## src/rtl/trap_pkg.sv

```systemverilog
package trap_pkg;
  typedef enum logic [2:0] {ST_IDLE, ST_PSW, ST_CSP, ST_IP, ST_LOAD} seq_st_e;
  typedef enum logic [1:0] {SRC_NONE, SRC_HW, SRC_SW, SRC_IRQ} src_e;
endpackage

```

## src/rtl/trap_hw_arb.sv

```systemverilog
module trap_hw_arb #(
  parameter int unsigned NUM_HW = 8,
  parameter int unsigned TN_W   = 7,
  parameter logic [NUM_HW-1:0][TN_W-1:0] HW_NUMS = '0,
  parameter logic [NUM_HW-1:0] CANCEL_MASK = '0
) (
  input  logic              clk_i,
  input  logic              rst_ni,
  input  logic [NUM_HW-1:0] hw_trap_i,
  input  logic              take_i,
  output logic              valid_o,
  output logic [TN_W-1:0]   num_o,
  output logic              cancel_o
);
  logic [NUM_HW-1:0] pend_q, cand, grant;

  assign cand  = pend_q | hw_trap_i;
  // isolate lowest set bit: fixed priority, input 0 first
  assign grant = cand & (~cand + {{(NUM_HW-1){1'b0}}, 1'b1});
  assign valid_o  = |cand;
  assign cancel_o = |(grant & CANCEL_MASK);

  always_comb begin
    num_o = '0;
    for (int i = 0; i < NUM_HW; i++)
      if (grant[i]) num_o = num_o | HW_NUMS[i];
  end

  always_ff @(posedge clk_i or negedge rst_ni) begin
    if (!rst_ni) pend_q <= '0;
    else         pend_q <= take_i ? (cand & ~grant) : cand;
  end


  grant_onehot_chk: assert property (@(posedge clk_i) disable iff (!rst_ni)
    $onehot0(grant));

  pend_keep_chk: assert property (@(posedge clk_i) disable iff (!rst_ni)
    !take_i |=> ((pend_q & $past(pend_q)) == $past(pend_q)));
endmodule

```

## src/rtl/trap_seq.sv

```systemverilog
module trap_seq
  import trap_pkg::*;
#(
  parameter int unsigned AW    = 16,
  parameter int unsigned CSP_W = 8,
  parameter int unsigned LVL_W = 4
) (
  input  logic             clk_i,
  input  logic             rst_ni,
  input  logic             start_i,
  input  src_e             src_i,
  input  logic [AW-1:0]    vec_i,
  input  logic             cancel_i,
  input  logic [LVL_W-1:0] lvl_i,
  input  logic [AW-1:0]    psw_i,
  input  logic [CSP_W-1:0] csp_i,
  input  logic [AW-1:0]    ip_i,
  input  logic [AW-1:0]    sp_i,
  input  logic             seg_en_i,
  output logic             busy_o,
  output logic             push_we_o,
  output logic [AW-1:0]    push_addr_o,
  output logic [AW-1:0]    push_data_o,
  output logic             ip_load_o,
  output logic [AW-1:0]    new_ip_o,
  output logic [CSP_W-1:0] new_csp_o,
  output logic [AW-1:0]    new_sp_o,
  output logic [AW-1:0]    new_psw_o,
  output logic             irq_ack_o,
  output logic             hw_cancel_o
);
  localparam logic [AW-1:0] WORD_B = AW'(2);

  seq_st_e          st_q;
  src_e             src_q;
  logic [AW-1:0]    vec_q, psw_q, ip_q, sp_q;
  logic [CSP_W-1:0] csp_q;
  logic [LVL_W-1:0] lvl_q;
  logic             seg_q, cancel_q;

  assign busy_o      = (st_q != ST_IDLE);
  assign push_we_o   = (st_q == ST_PSW) || (st_q == ST_CSP) || (st_q == ST_IP);
  assign push_addr_o = sp_q - WORD_B;
  assign ip_load_o   = (st_q == ST_LOAD);
  assign new_ip_o    = vec_q;
  assign new_csp_o   = seg_q ? '0 : csp_q;
  assign new_sp_o    = sp_q;
  assign new_psw_o   = (src_q == SRC_IRQ) ? {lvl_q, psw_q[AW-LVL_W-1:0]} : psw_q;
  assign irq_ack_o   = (st_q == ST_PSW) && (src_q == SRC_IRQ);
  assign hw_cancel_o = (st_q == ST_PSW) && (src_q == SRC_HW) && cancel_q;

  always_comb begin
    unique case (st_q)
      ST_PSW:  push_data_o = psw_q;
      ST_CSP:  push_data_o = AW'(csp_q);
      ST_IP:   push_data_o = ip_q;
      default: push_data_o = '0;
    endcase
  end

  always_ff @(posedge clk_i or negedge rst_ni) begin
    if (!rst_ni) begin
      st_q     <= ST_IDLE;
      src_q    <= SRC_NONE;
      vec_q    <= '0;
      psw_q    <= '0;
      ip_q     <= '0;
      sp_q     <= '0;
      csp_q    <= '0;
      lvl_q    <= '0;
      seg_q    <= 1'b0;
      cancel_q <= 1'b0;
    end else begin
      unique case (st_q)
        ST_IDLE: if (start_i) begin
          st_q     <= ST_PSW;
          src_q    <= src_i;
          vec_q    <= vec_i;
          psw_q    <= psw_i;
          ip_q     <= ip_i;
          sp_q     <= sp_i;
          csp_q    <= csp_i;
          lvl_q    <= lvl_i;
          seg_q    <= seg_en_i;
          cancel_q <= cancel_i;
        end
        ST_PSW:  st_q <= seg_q ? ST_CSP : ST_IP;
        ST_CSP:  st_q <= ST_IP;
        ST_IP:   st_q <= ST_LOAD;
        default: st_q <= ST_IDLE;
      endcase
      if (push_we_o) sp_q <= sp_q - WORD_B;
    end
  end

  // checker-only push counter
  logic [2:0] push_cnt_q;
  always_ff @(posedge clk_i or negedge rst_ni) begin
    if (!rst_ni)                push_cnt_q <= '0;
    else if (!busy_o)           push_cnt_q <= '0;
    else if (push_we_o)         push_cnt_q <= push_cnt_q + 3'd1;
  end


  addr_step_chk: assert property (@(posedge clk_i) disable iff (!rst_ni)
    push_we_o |=> (push_we_o ? (push_addr_o == $past(push_addr_o) - WORD_B) : ip_load_o));

  push_count_chk: assert property (@(posedge clk_i) disable iff (!rst_ni)
    ip_load_o |-> (push_cnt_q == (seg_q ? 3'd3 : 3'd2)));

  load_idle_chk: assert property (@(posedge clk_i) disable iff (!rst_ni)
    ip_load_o |=> !busy_o);

  ack_once_chk: assert property (@(posedge clk_i) disable iff (!rst_ni)
    irq_ack_o |=> !irq_ack_o);
endmodule

```

## src/rtl/trap_entry_unit.sv

```systemverilog
module trap_entry_unit
  import trap_pkg::*;
#(
  parameter int unsigned NUM_HW = 8,
  parameter int unsigned TN_W   = 7,
  parameter int unsigned AW     = 16,
  parameter int unsigned CSP_W  = 8,
  parameter int unsigned LVL_W  = 4,
  parameter logic [NUM_HW-1:0][TN_W-1:0] HW_NUMS =
    {7'h27, 7'h26, 7'h25, 7'h24, 7'h23, 7'h22, 7'h21, 7'h20},
  parameter logic [NUM_HW-1:0] CANCEL_MASK = 8'b0000_1111
) (
  input  logic              clk_i,
  input  logic              rst_ni,
  input  logic              sw_trap_req_i,
  input  logic [TN_W-1:0]   sw_trap_num_i,
  input  logic [NUM_HW-1:0] hw_trap_i,
  input  logic              irq_req_i,
  input  logic [LVL_W-1:0]  irq_lvl_i,
  input  logic [TN_W-1:0]   irq_num_i,
  input  logic [AW-1:0]     psw_i,
  input  logic [CSP_W-1:0]  csp_i,
  input  logic [AW-1:0]     ip_i,
  input  logic [AW-1:0]     sp_i,
  input  logic              seg_en_i,
  output logic              busy_o,
  output logic              push_we_o,
  output logic [AW-1:0]     push_addr_o,
  output logic [AW-1:0]     push_data_o,
  output logic              ip_load_o,
  output logic [AW-1:0]     new_ip_o,
  output logic [CSP_W-1:0]  new_csp_o,
  output logic [AW-1:0]     new_sp_o,
  output logic [AW-1:0]     new_psw_o,
  output logic              irq_ack_o,
  output logic              hw_cancel_o
);
  localparam int unsigned VEC_PAD = AW - TN_W - 2;

  logic            hw_valid, hw_cancel, irq_ok, start, take;
  logic [TN_W-1:0] hw_num, sel_num;
  src_e            sel_src;
  logic [AW-1:0]   sel_vec;

  trap_hw_arb #(
    .NUM_HW(NUM_HW), .TN_W(TN_W), .HW_NUMS(HW_NUMS), .CANCEL_MASK(CANCEL_MASK)
  ) u_arb (
    .clk_i    (clk_i),
    .rst_ni   (rst_ni),
    .hw_trap_i(hw_trap_i),
    .take_i   (take),
    .valid_o  (hw_valid),
    .num_o    (hw_num),
    .cancel_o (hw_cancel)
  );

  assign irq_ok = irq_req_i && (irq_lvl_i > psw_i[AW-1 -: LVL_W]);

  always_comb begin
    if (hw_valid) begin
      sel_src = SRC_HW;  sel_num = hw_num;
    end else if (sw_trap_req_i) begin
      sel_src = SRC_SW;  sel_num = sw_trap_num_i;
    end else if (irq_ok) begin
      sel_src = SRC_IRQ; sel_num = irq_num_i;
    end else begin
      sel_src = SRC_NONE; sel_num = '0;
    end
  end

  assign sel_vec = {{VEC_PAD{1'b0}}, sel_num, 2'b00};
  assign start   = !busy_o && (sel_src != SRC_NONE);
  assign take    = start && (sel_src == SRC_HW);

  trap_seq #(.AW(AW), .CSP_W(CSP_W), .LVL_W(LVL_W)) u_seq (
    .clk_i      (clk_i),
    .rst_ni     (rst_ni),
    .start_i    (start),
    .src_i      (sel_src),
    .vec_i      (sel_vec),
    .cancel_i   (hw_cancel),
    .lvl_i      (irq_lvl_i),
    .psw_i      (psw_i),
    .csp_i      (csp_i),
    .ip_i       (ip_i),
    .sp_i       (sp_i),
    .seg_en_i   (seg_en_i),
    .busy_o     (busy_o),
    .push_we_o  (push_we_o),
    .push_addr_o(push_addr_o),
    .push_data_o(push_data_o),
    .ip_load_o  (ip_load_o),
    .new_ip_o   (new_ip_o),
    .new_csp_o  (new_csp_o),
    .new_sp_o   (new_sp_o),
    .new_psw_o  (new_psw_o),
    .irq_ack_o  (irq_ack_o),
    .hw_cancel_o(hw_cancel_o)
  );


  trap_beats_irq_chk: assert property (@(posedge clk_i) disable iff (!rst_ni)
    (start && (hw_valid || sw_trap_req_i)) |=> !irq_ack_o);

  busy_no_start_chk: assert property (@(posedge clk_i) disable iff (!rst_ni)
    (busy_o && !ip_load_o) |=> busy_o);
endmodule

```

## config.mk

```make
export PLATFORM = sky130hd
export DESIGN_NAME = trap_entry_unit
export DESIGN_NICKNAME = d
export VERILOG_FILES = /design/src/rtl/trap_pkg.sv /design/src/rtl/trap_hw_arb.sv /design/src/rtl/trap_seq.sv /design/src/rtl/trap_entry_unit.sv
export SDC_FILE = /design/constraint.sdc
export NUM_CORES = 1
export LEC_CHECK = 0
export ABC_AREA = 1
export BUFFER_PORTS_ARGS = -buffer_cell sky130_fd_sc_hd__buf_2
export CAP_MARGIN = 0
export CORE_UTILIZATION = 29
export CTS_BUF_LIST = sky130_fd_sc_hd__clkbuf_8
export CTS_CLUSTER_DIAMETER = 150
export CTS_CLUSTER_SIZE = 14
export DETAILED_ROUTE_END_ITERATION = 8
export PLACE_DENSITY = 0.51
export SLEW_MARGIN = 20
export SYNTH_ARGS = -nofsm -noshare
export SYNTH_HDL_FRONTEND = slang
export SYNTH_SLANG_ARGS = --single-unit
```

## constraint.sdc

```tcl
create_clock -name clk_i -period 2.3 [get_ports clk_i]
set_clock_uncertainty 0.1 [all_clocks]
set_input_delay 0 -clock clk_i [delete_from_list [all_inputs] [get_ports clk_i]]
set_output_delay 0 -clock clk_i [all_outputs]
set_load 0.03 [all_outputs]
```

==> run summary <==
static leakage = 3.68 nW
Max Clk Rate = 0.473 GHz
final number of hold-violating endpoints = 0
HPWL after detailed placement = 9240 um
number of search-and-repair iterations in the first detailed-routing pass = 4
clock slew at reported path FFs = 0.09 ns
most used standard cell by instance count after synthesis = nand2_1
antenna diode count = 0
top fanout value on the critical path = 16
total power = 0.0101 W
Initial DRC Count = 167
vias after detailed routing = 4627
areal power density over the cells = 1480 nW/um^2
worst endpoint required time = 2.20 ns
setup-violating endpoint count in the final report = 0
remaining antenna violation count after routing = 0
buffer depth of the longest clock path = 2
Residual DRC = 0
total of max-cap violations = 0
wire length of the first global-routing pass = 21400 um
root buffer cell = clkbuf_8
number of synthesized flops with an enable pin = 0
number of instances in the synthesized netlist = 619
number of antenna violations at the first check in global routing = 0
kind of start point of the critical path = flip-flop
Initial Utilization = 0.297
clock latency of the later-clocked register in the worst-skew pair = 0.36 ns
biggest area contributors in the synthesized netlist = dfrtp_1 (44%), nand2_1 (15%), inv_1 (7.7%)
path category of the worst min-delay check = input port to flip-flop
Worst-Margin Slew = 0.668 ns
post-synthesis async set-or-reset flop share = 1.00
Die Y-Extent = 129 um
area grow syn2layout = 44.7%
count of state elements after synthesis = 82
number of max-slew violations in the final report = 0
synthesis warning total = 0
remaining global-route overflow = 0
total CTS buffers = 9
number of vias per cell after detailed routing = 4.26
total number of clock tree sinks = 82
most frequent cells after synthesis = nand2_1 (188), inv_1 (96), dfrtp_1 (82), nor2_1 (46), o21ai_1 (35)
post-CTS setup buffer count = 0
fraction of layout cells with a size suffix above 1 = 0.284
Critical Path AT = 2.01 ns
Site Rows = 46
largest net degree at the start of global routing = 59
synthesized area = 4700 um^2
final clock period utilization by the worst path = 0.918
Yosys top cell area share = 0.437
kind of capture point of the worst setup path = output pin
CP Class = flip-flop to output pin
core region area = 15800 um^2
Synth Flop Type = dfrtp_1
distinct cell type count after synthesis = 37
biggest area consumer among synthesized cells = dfrtp_1
mean instance size in the synthesized netlist = 7.59 um^2
storage element area = 2050 um^2
overall die area = 16700 um^2
Final GP Congestion = 0.816
buffers added on ports = 170
IO Count = 180
multi-input logic area = 2020 um^2
total negative slack = 0 ns
WL/cell = 12.5 um
via count of the first global-routing pass = 4412
CTS tree = built
total routing usage reported by global routing = 0.166
final WL = 13600 um
result of the run = finished, final reports clean
overall die width = 129 um
share of the yosys chip area belonging to registers = 0.437
CTS H-tree depth = 3
maximum resistive drop on vdd = 0.000750 V
minimum clock period after layout = 2.11 ns
slew margin rel. = 0.554
number of fill cells in the layout = 1608
RSZ-0062 raised after global routing = no
final-stage net count = 958
## cells by family (layout without fill, tap and decap cells)
family | count (synthesis) | after routing | share of synthesized area
compound gates | 96 | 96 | 0.125
simple gates | 291 | 291 | 0.274
other cells | 1 | 9 | 0.000798
buf+inv | 140 | 384 | 0.142
flops | 82 | 82 | 0.437
xor+xnor | 4 | 4 | 0.00745
fa+ha+maj | 5 | 5 | 0.0133
## where the power goes
group	internal, W	switching (W)
clock network	0.000668	0.000561
logic	0.00191	0.00445
registers	0.00209	0.000412
total	0.00467	0.00542
## critical path, stage by stage (launching register included)
cell and delay [ns]:
dfrtp_1 0.46, inv_1 0.11, nand2_1 0.08, nor2_1 0.13, inv_1 0.31, o22ai_1 0.32, buf_2 0.24
## layer usage
layer / up-vias / wire (um) / share of wire / track usage
met3: 16 / 812 / 0.060 / 0.0318
li1: 2381 / - / - / -
met2: 140 / 6120 / 0.45 / 0.276
met5: - / 0 / 0 / 0
met4: 0 / 196 / 0.014 / 0.0595
met1: 2090 / 6470 / 0.48 / 0.215
## through the flow
stage,instance area (um^2),std cells,setup slack [ns],utilization,hold slack (ns)
3_5_place_dp,5660,980,0.479,0.358,-0.0867
2_1_floorplan,4740,627,0.0391,-,-0.396
5_1_grt,6800,1087,0.0326,0.430,0.0531
4_1_cts,6800,1087,0.129,0.430,0.00598
6_report,6800,1087,0.188,0.430,0.0254
3_3_place_gp,5660,980,0.451,0.358,-0.0820
## flip-flops by register name, indices dropped and copies added (netlist names)
register and flops:
u_seq.src_q 2, u_seq.st_q 3, u_seq.psw_q 16, u_seq.lvl_q 4, u_arb.pend_q 8, u_seq.cancel_q 1, u_seq.ip_q 16, u_seq.csp_q 8
u_seq.seg_q 1, u_seq.new_sp_o 16, u_seq.new_ip_o 7
## final timing paths
check / end / depth (start not counted) / from / slack [ns]
min in group asynchronous: u_seq.psw_q[11] / 2 / rst_ni / 0.05
setup reg to reg: u_arb.pend_q[1] / 7 / u_seq.st_q[0] / 0.20
hold / removal: u_arb.pend_q[2] / 5 / hw_trap_i[1] / 0.03
hold reg to reg: u_seq.new_ip_o[7] / 2 / u_seq.new_ip_o[7] / 0.39
max in group asynchronous: u_seq.new_sp_o[3] / 3 / rst_ni / 1.41
setup / recovery: push_data_o[13] / 6 / u_seq.st_q[2] / 0.19
## layout by cell type, fill, tap and decap left out, drive strengths merged, types with 4 or more instances in the layout
cell type and n:
o22ai 8, inv 99, buf 178, a31oi 5, nand2 214, nor2 51
dfrtp 82, dlygate4sd3 91, clkbuf 11, ha 5, nand3 15, o21ai 66
a21oi 7, conb 9, nor3 6, xor2 4, o221ai 8
## area by class of cell
type | count | share of cell area
multi-input combinational | 405 | 0.297
inverter | 99 | 0.0546
clock inverter | 5 | 0.0114
sequential | 82 | 0.302
timing repair buffer | 269 | 0.274
tap | 216 | 0.0397
clock buffer | 11 | 0.0223
## timing repair
item                                    in CTS  in global routing
hold buffers                                91                  0
resized for setup                            0                  0
endpoints found under the hold margin      158                  0
endpoints found under the setup margin       0                  0
(Power assumes the default switching activity.)
